===== config.mk =====
export PLATFORM = sky130hd
export DESIGN_NAME = rxp_char_stage
export DESIGN_NICKNAME = d
export VERILOG_FILES = /design/src/rtl/rxp_pkg.sv /design/src/rtl/rxp_parity_gen.sv /design/src/rtl/rxp_flag_next.sv /design/src/rtl/rxp_char_stage.sv
export SDC_FILE = /design/constraint.sdc
export NUM_CORES = 1
export LEC_CHECK = 0
export CAP_MARGIN = 20
export CORE_MARGIN = 4
export CORE_UTILIZATION = 41
export CTS_CLUSTER_DIAMETER = 100
export DETAILED_ROUTE_END_ITERATION = 16
export HOLD_SLACK_MARGIN = 0.02
export MAX_ROUTING_LAYER = met4
export PLACE_DENSITY_LB_ADDON = 0.25
export SETUP_SLACK_MARGIN = 0.3
export SYNTH_ARGS = -nofsm -noshare
export SYNTH_HDL_FRONTEND = slang
export SYNTH_SLANG_ARGS = --single-unit

===== constraint.sdc =====
create_clock -name clk -period 2.4 [get_ports clk]
set_input_delay 0.6 -clock clk [delete_from_list [all_inputs] [get_ports clk]]
set_output_delay 0.6 -clock clk [all_outputs]
set_load 0.01 [all_outputs]

===== src/rtl/rxp_pkg.sv =====
package rxp_pkg;

    typedef enum logic [1:0] {
        PAR_NONE = 2'b00,
        PAR_ODD  = 2'b01,
        PAR_EVEN = 2'b10,
        PAR_RAW  = 2'b11
    } par_mode_e;

    typedef struct packed {
        logic done;
        logic ovr;
        logic par_odd;
        logic irq;
    } rx_flags_t;

endpackage


===== src/rtl/rxp_parity_gen.sv =====
module rxp_parity_gen #(
    parameter int DATA_W = 8
) (
    input  logic [DATA_W-1:0] raw_char,
    input  logic [1:0]        mode,
    output logic [DATA_W-1:0] stored_char,
    output logic              weight_odd
);
    import rxp_pkg::*;

    localparam int TOP = DATA_W - 1;

    logic fill_bit;

    // bit that gives the full character odd weight
    assign fill_bit = ~(^raw_char[TOP-1:0]);

    always_comb begin
        stored_char = raw_char;
        case (par_mode_e'(mode))
            PAR_ODD:  stored_char[TOP] = fill_bit;
            PAR_EVEN: stored_char[TOP] = ~fill_bit;
            default:  stored_char[TOP] = raw_char[TOP];
        endcase
        weight_odd = (stored_char[TOP] == fill_bit);
    end

endmodule


===== src/rtl/rxp_flag_next.sv =====
module rxp_flag_next (
    input  logic               accept,
    input  logic               clr,
    input  logic               int_en,
    input  logic               new_par_odd,
    input  rxp_pkg::rx_flags_t cur,
    output rxp_pkg::rx_flags_t nxt
);
    always_comb begin
        nxt     = cur;
        nxt.irq = 1'b0;
        if (clr) begin
            nxt.done = 1'b0;
            nxt.ovr  = 1'b0;
        end
        if (accept) begin
            // a pending clear is applied before the arrival is judged
            if (cur.done && !clr) begin
                nxt.ovr = 1'b1;
            end
            nxt.done    = 1'b1;
            nxt.par_odd = new_par_odd;
            nxt.irq     = int_en;
        end
    end

endmodule


===== src/rtl/rxp_char_stage.sv =====
module rxp_char_stage #(
    parameter int DATA_W = 8
) (
    input  logic              clk,
    input  logic              rst_n,
    input  logic              rx_valid,
    input  logic              rx_break,
    input  logic [DATA_W-1:0] rx_data,
    input  logic [1:0]        par_mode,
    input  logic              irq_en,
    input  logic              stat_clr,
    output logic [DATA_W-1:0] rx_buf,
    output logic              rx_done,
    output logic              rx_overrun,
    output logic              rx_par_odd,
    output logic              rx_irq
);
    import rxp_pkg::*;

    localparam int TOP = DATA_W - 1;

    typedef struct packed {
        logic [DATA_W-1:0] buf_v;
        rx_flags_t         flags;
    } stage_t;

    stage_t stage_d, stage_q;

    logic              accept;
    logic [DATA_W-1:0] char_fixed;
    logic              char_odd;
    rx_flags_t         flags_nxt;

    assign accept = rx_valid && !rx_break;

    rxp_parity_gen #(.DATA_W(DATA_W)) u_par (
        .raw_char    (rx_data),
        .mode        (par_mode),
        .stored_char (char_fixed),
        .weight_odd  (char_odd)
    );

    rxp_flag_next u_flags (
        .accept      (accept),
        .clr         (stat_clr),
        .int_en      (irq_en),
        .new_par_odd (char_odd),
        .cur         (stage_q.flags),
        .nxt         (flags_nxt)
    );

    always_comb begin
        stage_d       = stage_q;
        stage_d.flags = flags_nxt;
        if (accept) begin
            stage_d.buf_v = char_fixed;
        end
    end

    always_ff @(posedge clk) begin
        if (!rst_n) begin
            stage_q <= '0;
        end else begin
            stage_q <= stage_d;
        end
    end

    assign rx_buf     = stage_q.buf_v;
    assign rx_done    = stage_q.flags.done;
    assign rx_overrun = stage_q.flags.ovr;
    assign rx_par_odd = stage_q.flags.par_odd;
    assign rx_irq     = stage_q.flags.irq;

    assert_odd_weight_R2: assert property (@(posedge clk) disable iff (!rst_n)
        (accept && par_mode == 2'b01) |=> (^rx_buf) == 1'b1);

    assert_even_weight_R3: assert property (@(posedge clk) disable iff (!rst_n)
        (accept && par_mode == 2'b10) |=> (^rx_buf) == 1'b0);

    assert_raw_top_R4: assert property (@(posedge clk) disable iff (!rst_n)
        (accept && (par_mode == 2'b00 || par_mode == 2'b11)) |=> rx_buf[TOP] == $past(rx_data[TOP]));

    assert_par_flag_R5: assert property (@(posedge clk) disable iff (!rst_n)
        $past(accept) |-> rx_par_odd == (^rx_buf));

    assert_done_set_R6: assert property (@(posedge clk) disable iff (!rst_n)
        accept |=> rx_done);

    assert_overrun_R7: assert property (@(posedge clk) disable iff (!rst_n)
        (accept && rx_done && !stat_clr) |=> rx_overrun);

    assert_irq_pulse_R8: assert property (@(posedge clk) disable iff (!rst_n)
        rx_irq |=> !rx_irq || $past(accept));

    assert_break_hold_R9: assert property (@(posedge clk) disable iff (!rst_n)
        (rx_valid && rx_break && !stat_clr) |=> $stable(rx_buf) && $stable(rx_done) && $stable(rx_overrun) && !rx_irq);

    assert_clear_R10: assert property (@(posedge clk) disable iff (!rst_n)
        (stat_clr && !accept) |=> !rx_done && !rx_overrun);

endmodule


# Word-level counts from Yosys, hierarchy flattened
# Index checks and enable logic that the tools add are counted.
# totals
word_cells	20
in_bits	16
register_bits	12
# op_classes
mux	4
n_reduce_logical	7
eq_ne	3
bitwise	1
# ops
cell	n
7-bit parity	1
4-bit 2-to-1 mux	1
2-bit by 1-bit == test with 1-bit output (second input constant)	1
2-bit == test (second input constant)	1
1-bit logical AND	2
1-bit logical NOT	2
2-bit 2-to-1 mux	1
1-bit case mux with 2 select lines	1
2-bit AND reduction	1
2-bit nonzero test	1
1-bit == test	1
1-bit 2-to-1 mux	1
1-bit NOT	1

# Logic depth before layout (Yosys ltp)
# Gate-level depths: netlist (run 1).
# logic_depth
depth_word	5
mapped_depth	6
depth_no_buf	6

# By module
# From an unflattened synthesis (run 1), not the netlist that was laid out.
# hier_totals
cells_unflattened	74
hier_area_um2	699.4
# modules_own_cells
mod	area_each_um2	n_inst	cells_each
rxp_char_stage	440.4	1	44
rxp_parity_gen	215.2	1	24
rxp_flag_next	43.8	1	6

# Worst setup path before layout (run 1)
# Ideal clock, no wire load.
# synth_timing
path_type	input-to-reg
start	input rx_data[4]
end	register stage_q, in the netlist rx_buf[7]
required_ns	2.338
n_path_buf	0
path_slack_ns	0.739
arrival_ns	1.599
setup_ns	0.062
cell_stages	4
path_cell_list	xnor3_1 > xnor3_1 > or3_1 > nand3_1
# synth_between
elab_chain_cells	3
# synth_lines
item	line_no	text
start: declaration	rxp_char_stage.sv:8	input logic [DATA_W-1:0] rx_data,
7-bit parity (*)	rxp_parity_gen.sv:16	assign fill_bit = ~(^raw_char[TOP-1:0]);
1-bit NOT	rxp_parity_gen.sv:16	
1-bit case mux with 2 select lines (*)	rxp_parity_gen.sv:20	case (par_mode_e'(mode))
end signal: assignment	rxp_char_stage.sv:64	stage_q <= stage_d;
end: declaration	rxp_char_stage.sv:27	stage_t stage_d, stage_q;
# Every way passes the cells marked *; elsewhere a longest branch is shown, timed or not.
# A chain may end at the register's enable or synchronous reset.

# Worst setup path in the final report (run 1)
# layout_timing
start	input rx_data[2]
end	register stage_q, in the netlist rx_buf[7]
# The elaborated chain is that of the path after synthesis.

==> results of run 1 <==
metrics by stage:
stage | hold WS [ns] | area (µm²)
5_1_grt | 0.486 | 907
4_1_cts | 0.467 | 907
2_1_floorplan | 0.488 | 578
6_report | 0.463 | 907
3_5_place_dp | 0.456 | 871
3_3_place_gp | 0.448 | 871
final cells by class:
class	instances	area (µm²)	share of cell area
tap	15	18.8	0.0207
inverter	3	11.3	0.0124
multi-input combinational	46	315	0.348
sequential	12	240	0.265
clock buffer	4	36.3	0.0400
timing repair buffer	29	285	0.314
cell usage in the layout, fill, tap and decap left out:
cell type	Yosys	final
xnor2_1	1	1
nand4_1	1	1
o21ai_0	2	2
dfxtp_1	12	12
a21oi_1	2	2
clkdlybuf4s50_1	0	27
clkbuf_4	0	3
inv_1	3	3
clkbuf_8	0	1
nand2_1	16	16
ha_1	3	3
or3_1	1	1
buf_4	0	2
nand2b_1	2	2
a21boi_0	8	8
xor2_1	1	1
and3_1	1	1
xnor3_1	2	2
nor3b_1	1	1
mux2i_1	2	2
nor2b_1	1	1
nand3_1	2	2
power by group through the flow:
| stage | Sequential (mW) | Clock, mW | Combinational [mW] |
|---|---|---|---|
| after floorplan | 0.223 | 0 | 0.0500 |
| after global placement | 0.218 | 0 | 0.110 |
| after detailed placement | 0.218 | 0 | 0.112 |
| after CTS | 0.214 | 0.165 | 0.112 |
| after global routing | 0.215 | 0.177 | 0.122 |
| final | 0.214 | 0.157 | 0.111 |
kinds of logic after synthesis:
family,Yosys count,share of synthesized area
XOR/XNOR,4,0.108
multiplexers,2,0.0346
buffers and inverters,6,0.0390
adder cells (fa/ha/maj),3,0.0649
flip-flops,12,0.416
AO/OA/AOI/OAI,12,0.139
AND/OR/NAND/NOR,25,0.199
worst min path at each step:
| stage | to | slack, ns | cells past startpoint |
|---|---|---|---|
| 2_1_floorplan | rx_buf[4] | 0.49 | 2 |
| 3_3_place_gp | rx_buf[3] | 0.45 | 2 |
| 3_5_place_dp | rx_buf[6] | 0.46 | 2 |
| 4_1_cts | rx_buf[6] | 0.47 | 2 |
| 5_1_grt | rx_buf[6] | 0.49 | 2 |
| 6_report | rx_buf[6] | 0.46 | 2 |
per-layer routing:
| layer | track usage | vias up | wire (µm) |
|---|---|---|---|
| li1 | - | 270 | - |
| met1 | 0.151 | 226 | 556 |
| met2 | 0.217 | 12 | 587 |
| met3 | 0.0356 | 0 | 69 |
| met4 | 0.0702 | 0 | 0 |
| met5 | - | - | 0 |
worst max-delay path, cell delays in order:
cell and delay [ns]:
clkdlybuf4s50_1 0.51, xor2_1 0.16, xnor3_1 0.45, or3_1 0.36, nand3_1 0.07
state kept, by name, summed over array words and instances, names as in the netlist:
signal and flops:
rx_done 1, rx_buf 8, rx_par_odd 1, rx_overrun 1, rx_irq 1
==> reports/metrics.csv, run 1 <==
stage,metric,value,unit
sta,setup_ws,0.465,ns
global_routing,grt_max_degree,15,
global_routing,grt_pass1_wl,1960,µm
power,seqPwrFrac,0.444,
drt,postRouteAntennaNets,0,
power,p_total,0.481,mW
cts,ctsResizeCount,0,
global_routing,grt_usage,0.135,
placed_design,place_ws,0.184,ns
layout,fill_cells,107,
global_routing,grt_pass1_vias,468,
yosys,synth_edf_count,0,
yosys,synth_area_leaders,"dfxtp_1, a21boi_0, nand2_1, xnor3_1, ha_1",
sta,final.setup_skew,0.0000477,ns
layout,final_cells,109,
cts,cts_hold_buf,0,
drt,routedWlPerCell,11.1,µm
die,die-area,0.00207,mm²
die,fp-row-count,13,
layout,utilization,0.689,
die,die_y,45.6,µm
cts,htreeDepth,1,
drt,first_pass_iters,4,
layout,syn_to_final_growth,56.9,%
yosys,synth.most_common_cell,nand2_1,
sta,rsz0062_at_grt,false,
placed_design,dp_cells,105,
global_routing,antenna_found_initial,0,
drt,drt_iter0_markers,16,
layout,diodes,0,
cts,clock_latency,0.27,ns
sta,worst_pin_slew,0.351,ns
cts,cts_tree,yes,
yosys,synthCells,64,
cts,cts.sinks,12,
cts,clockBufferDepth,2,
die,core_area,0.00132,mm²
placed_design,place.gp.congestion,0.701,
die,floorplan.initialDensity,0.439,
cts,cts_buffers,3,
yosys,yosysUniqueCellTypes,19,
layout,drive_above_1_share,0.0638,
yosys,synth_top_area_share,0.416,
power,p_sw,0.111,mW
power,p_clk_frac,0.327,
critical_path,timing.rr.start,rx_done,
yosys,synth_common_cells,"nand2_1, dfxtp_1, a21boi_0",
drt,drc_errors,0,
critical_path,crit_fanout,3,
min_path,hold_path_class,flop to flop,
critical_path,critPathArrivalTime,2.15,ns
critical_path,ff2ff_path_depth,2,
critical_path,crit_required,2.61,ns
cts,post_cts_buffers,0,
yosys,synth_seq_area_share,0.416,
die,pin_count,28,
sta,relSlewSlack,0.766,
drt,wirelength,1210,µm
yosys,synth_top_flop_cell,dfxtp_1,
power,internal_power,0.370,mW
critical_path,path_class,input pin to flop,
drt,vias,508,
sta,hold_viol_final,0,
cts,clk_root_buffer_cell,clkbuf_4,
power,leakage,0.376,nW
power,p_comb_frac,0.230,
min_path,worstHoldStart,rx_buf[6],
layout,nets,114,
power,swShare,0.231,
outcome,run_status,"complete, no violations",
critical_path,crit_end,rx_buf[7],
sta,maxSlewViolCount,0,
global_routing,grt_overflow,0,
sta,post-route-period-util,0.806,
yosys,async_reset_ff_frac,0,
drt,vias_per_cell,4.66,
critical_path,crit_path_start,rx_data[2],
sta,fmax,0.517,GHz
cts,clk_pin_slew_worst_paths,0.07,ns
placed_design,numPortBuffers,27,
yosys,ys_seq_elements,12,
power,irDropWorstVdd,0.000308,V
yosys,yosysWarnings,0,
critical_path,rrSetupSlack,1.72,ns
yosys,avgSynthCellArea,9.03,µm²
job,drv_cap,0,
yosys,synth_area,578,µm²
yosys,yosys.area.top_type,dfxtp_1,
die,die_w,45.6,µm
yosys,syn-num-nets,83,
power,powerDensity,531,mW/mm²
critical_path,critPathLaunchType,input pin,
critical_path,r2r-end,rx_overrun,
sta,setup_tns,0,ns
sta,setup_viol,0,
critical_path,endpoint_kind,flop,
sta,post-route-min-period,1.94,ns
No activity file was read; power rests on OpenSTA's default activity.
==> run 2, diff against run 1 <==
--- a/config.mk
+++ b/config.mk
@@ -7,7 +7,7 @@
 export LEC_CHECK = 0
 export CAP_MARGIN = 20
 export CORE_MARGIN = 4
-export CORE_UTILIZATION = 41
+export CORE_UTILIZATION = 38
 export CTS_CLUSTER_DIAMETER = 100
 export DETAILED_ROUTE_END_ITERATION = 16
 export HOLD_SLACK_MARGIN = 0.02
==> constraint.sdc (replaced) <==
create_clock -name clk -period 1.79 [get_ports clk]
set_input_delay 0.4475 -clock clk [delete_from_list [all_inputs] [get_ports clk]]
set_output_delay 0.4475 -clock clk [all_outputs]
set_load 0.01 [all_outputs]
==> reports/metrics.csv, run 2 (synthesis results as in run 1) <==
stage,metric,value,unit
layout,utilization,0.674,
sta,fmax,0.706,GHz
global_routing,grt_pass1_wl,2160,µm
global_routing,grt_overflow,0,
sta,final.setup_skew,0.0000293,ns
layout,layout_commonest_cell,nand2_1,
critical_path,ff2ff_path_depth,2,
global_routing,grt_max_degree,14,
critical_path,endpoint_kind,flop,
outcome,run_status,"complete, no violations",
global_routing,grt_usage,0.149,
cts,cts.sinks,12,
critical_path,path_cells,clkdlybuf4s50_1 -> nor2b_1 -> nand2_1 -> or3_1 -> nand3_1,
die,floorplan.initialDensity,0.423,
drt,routedWlPerCell,12.1,µm
global_routing,antenna_found_initial,0,
die,core_area,0.00137,mm²
critical_path,slowest_stage,clkdlybuf4s50_1,
placed_design,numPortBuffers,27,
sta,maxSlewViolCount,0,
sta,worst_pin_slew,0.368,ns
layout,syn_to_final_growth,59.3,%
power,powerDensity,667,mW/mm²
die,die-area,0.00221,mm²
drt,wirelength,1370,µm
cts,clock_latency,0.26,ns
drt,first_pass_iters,4,
power,irDropWorstVdd,0.000387,V
power,leakage,0.471,nW
cts,cts_hold_buf,0,
die,fp-row-count,13,
critical_path,cpPeakStageDelay,0.48,ns
sta,hold_viol_final,0,
sta,post-route-min-period,1.42,ns
cts,clk_pin_slew_worst_paths,0.07,ns
placed_design,place.gp.congestion,0.703,
sta,setup_tns,0,ns
sta,post-route-period-util,0.791,
cts,clk_root_buffer_cell,clkbuf_4,
layout,fill_cells,128,
die,die_y,47,µm
cts,htreeDepth,1,
layout,nets,119,
sta,setup_viol,0,
global_routing,grt_pass1_vias,513,
drt,postRouteAntennaNets,0,
drt,drc_errors,0,
sta,rsz0062_at_grt,false,
cts,cts_buffers,3,
critical_path,critPathArrivalTime,1.62,ns
cts,cts_tree,yes,
cts,clockBufferDepth,2,
critical_path,crit_fanout,2,
layout,drive_above_1_share,0.204,
sta,setup_ws,0.374,ns
drt,vias_per_cell,4.82,
placed_design,post-dp-hpwl,1010,µm
layout,layout_common_cells,"nand2_1, dlygate4sd2_1, dfxtp_1",
layout,largest_reg_flops,8,
drt,drt_iter0_markers,5,
job,drv_cap,0,
min_path,hold_path_class,input pin to flop,
die,die_w,47,µm
critical_path,path_class,input pin to flop,
critical_path,critPathLaunchType,input pin,
critical_path,crit_required,1.99,ns
die,pin_count,28,
min_path,min_delay_path_depth,3,
sta,relSlewSlack,0.755,
drt,vias,545,
power,p_total,0.614,mW
layout,diodes,0,
placed_design,place_ws,-0.291,ns
## run 2: final timing paths
kind,startpoint,to,slack [ns]
setup / recovery,rx_valid,rx_buf[7],0.37
hold / removal,rx_data[6],rx_buf[6],0.43
setup reg to reg,rx_done,rx_overrun,1.14
hold reg to reg,rx_buf[1],rx_buf[1],0.46
## run 2: layout make-up
cell class,instances,area [µm²],share of cell area
Clock buffer,3,22.5,0.0245
Inverter,3,11.3,0.0122
Multi-Input combinational cell,46,339,0.368
Sequential cell,12,240,0.261
Tap cell,15,18.8,0.0204
Timing Repair Buffer,34,289,0.314
## run 2: critical path: cells and delay by family
kind / cells / cell delay, ns
buf+inv: 1 / 0.48
simple gates: 4 / 0.69
## run 2: layer usage
layer | vias up | part of all wire | global-route usage
met3 | 2 | 0.077 | 0.0498
met5 | - | 0 | -
met4 | 0 | 0.014 | 0.0829
met1 | 242 | 0.39 | 0.157
met2 | 18 | 0.52 | 0.241
li1 | 283 | - | -
## run 2: where the power goes
group | switching [mW] | total, mW | internal, mW | leakage (nW)
registers | 0.00595 | 0.286 | 0.280 | 0.0981
logic | 0.0675 | 0.172 | 0.104 | 0.360
clock network | 0.0786 | 0.156 | 0.0775 | 0.0138
## run 2: what timing repair did
| action | in CTS | in global routing |
|---|---|---|
| setup endpoints to repair | 14 | 2 |
| pin swaps | 6 | 4 |
| buffers inserted | 2 | 0 |
| resized for setup | 29 | 13 |
| endpoints found under the hold margin | 0 | 0 |
## run 2: metrics by stage
step | instance area (µm²) | hold slack, ns | instances
after global placement | 893 | 0.451 | 108
final | 921 | 0.434 | 113
after CTS | 927 | 0.427 | 113
after floorplan | 578 | 0.488 | 64
after detailed placement | 893 | 0.457 | 108
after global routing | 921 | 0.415 | 113
==> run 3, diff against run 2 <==
==> constraint.sdc (replaced) <==
create_clock -name clk -period 1.34 [get_ports clk]
set_input_delay 0.335 -clock clk [delete_from_list [all_inputs] [get_ports clk]]
set_output_delay 0.335 -clock clk [all_outputs]
set_load 0.01 [all_outputs]
==> reports/metrics.csv, run 3 (synthesis results as in run 1) <==
stage,metric,value,unit
outcome,run_status,"complete, no violations",
power,swShare,0.244,
sta,setup_tns,0,ns
critical_path,path_cells,buf_6 -> xnor3_1 -> xnor3_1 -> or3_1 -> nand3_1,
global_routing,grt_pass1_vias,572,
die,die-area,0.00221,mm²
layout,layout_common_cells,"buf_6, nand2_1, dfxtp_2",
critical_path,r2r-end,rx_overrun,
critical_path,cpPeakStageDelay,0.37,ns
critical_path,crit_end,rx_buf[7],
power,powerDensity,894,mW/mm²
sta,maxSlewViolCount,0,
critical_path,worst-path-stages,5,
job,drv_cap,0,
die,pin_count,28,
layout,fill_cells,96,
global_routing,grt_usage,0.155,
layout,diodes,0,
placed_design,place_ws,-0.607,ns
global_routing,grt_pass1_wl,2270,µm
cts,clk_root_buffer_cell,clkbuf_4,
sta,post-route-period-util,0.943,
die,floorplan.initialDensity,0.423,
placed_design,dp_cells,108,
die,die_w,47,µm
sta,fmax,0.791,GHz
layout,drive_above_1_share,0.524,
power,seqPwrFrac,0.411,
sta,setup_viol,0,
drt,drc_errors,0,
power,p_total,0.949,mW
critical_path,critPathArrivalTime,1.48,ns
layout,stdcell_area,0.00106,mm²
critical_path,timing.rr.start,rx_done,
drt,routedWlPerCell,12.6,µm
critical_path,critPathLaunchType,input pin,
critical_path,crit_required,1.55,ns
drt,wirelength,1490,µm
layout,nets,123,
sta,hold-worst-slack,0.297,ns
drt,vias_per_cell,4.75,
critical_path,crit_path_start,rx_data[4],
power,p_comb_frac,0.287,
power,p_clk_frac,0.302,
die,fp-row-count,13,
drt,first_pass_iters,3,
sta,hold_viol_final,0,
global_routing,grt_overflow,0,
placed_design,post-dp-hpwl,1020,µm
layout,largest_reg_flops,8,
cts,clockBufferDepth,2,
sta,worst_pin_slew,0.177,ns
critical_path,path_buf_inv,1,
power,p_sw,0.232,mW
power,internal_power,0.717,mW
sta,final.setup_skew,0.0000254,ns
critical_path,endpoint_kind,flop,
min_path,hold_path_class,input pin to flop,
cts,clock_latency,0.27,ns
placed_design,place.gp.congestion,0.698,
cts,htreeDepth,1,
global_routing,antenna_found_initial,0,
critical_path,ff2ff_path_depth,3,
layout,layout_commonest_cell,buf_6,
critical_path,rrSetupSlack,0.59,ns
critical_path,cp_top_family,XOR/XNOR gates,
die,die_y,47,µm
power,leakage,0.510,nW
sta,setup_ws,0.0765,ns
layout,utilization,0.777,
cts,cts.sinks,12,
cts,cts_buffers,3,
cts,clk_pin_slew_worst_paths,0.08,ns
sta,relSlewSlack,0.880,
sta,post-route-min-period,1.26,ns
placed_design,post_dp_cell_area,893,µm²
cts,cts_tree,yes,
critical_path,path_class,input pin to flop,
layout,final_cells,118,
sta,rsz0062_at_grt,true,
critical_path,crit_fanout,3,
drt,postRouteAntennaNets,0,
power,irDropWorstVdd,0.000610,V
die,core_area,0.00137,mm²
placed_design,numPortBuffers,27,
drt,vias,561,
layout,syn_to_final_growth,83.6,%
critical_path,crit_top_cell,xnor3_1,
drt,drt_iter0_markers,8,
global_routing,grt_max_degree,14,
critical_path,slowest_stage,xnor3_1,
run 3: cell count changes in the layout (fill, tap and decap cells not counted), moves of 2 or more:
| cell | delta |
|---|---|
| a21boi_0 | -4 |
| buf_6 | +18 |
| dfxtp_2 | +12 |
| a21boi_1 | +4 |
| dfxtp_1 | -12 |
| clkdlybuf4s50_1 | -2 |
| clkbuf_2 | -2 |
| buf_4 | +2 |
| dlygate4sd2_1 | -10 |
run 3: worst min-delay path by stage:
stage	slack, ns	start	endpoint	depth (start not counted)
after global routing	0.31	rx_data[2]	rx_buf[2]	3
after floorplan	0.41	stat_clr	rx_overrun	1
final	0.30	rx_data[4]	rx_buf[4]	3
after global placement	0.45	rx_buf[3]	rx_buf[3]	2
after CTS	0.30	rx_data[6]	rx_buf[6]	3
after detailed placement	0.46	rx_buf[1]	rx_buf[1]	2
run 3: final cells by class:
type	count	area (µm²)	share of cell area
clock buffers	4	36.3	0.0342
inverters	3	11.3	0.0106
multi-input cells	46	365	0.344
flip-flops and latches	12	255	0.241
well taps	15	18.8	0.0177
repair buffers	38	374	0.353
run 3: worst register-to-register path: stages, from the launching register on:
cell and delay, ns:
dfxtp_2 0.33, buf_4 0.13, a21oi_1 0.12, nor3b_1 0.06
run 3: power by group through the flow:
stage	combinational [mW]	sequential (mW)	clock (mW)
after floorplan	0.0902	0.399	0
after global placement	0.204	0.391	0
after detailed placement	0.209	0.392	0
after CTS	0.240	0.389	0.291
after global routing	0.295	0.392	0.311
final	0.273	0.390	0.287
run 3: timing repair:
action                     in CTS  in global routing
pin swaps                       5                  7
hold buffers                    0                  0
setup endpoints to repair      24                 18
gates cloned                    1                  0
gates resized for setup        97                 26
buffers inserted                3                  2
run 3: layer usage:
layer / part of all wire / track usage / wire, µm / up-vias
met5: 0 / - / 0 / -
met4: 0.013 / 0.0994 / 19 / 0
met3: 0.044 / 0.0230 / 66 / 2
met2: 0.56 / 0.274 / 832 / 16
met1: 0.38 / 0.156 / 569 / 253
li1: - / - / - / 290
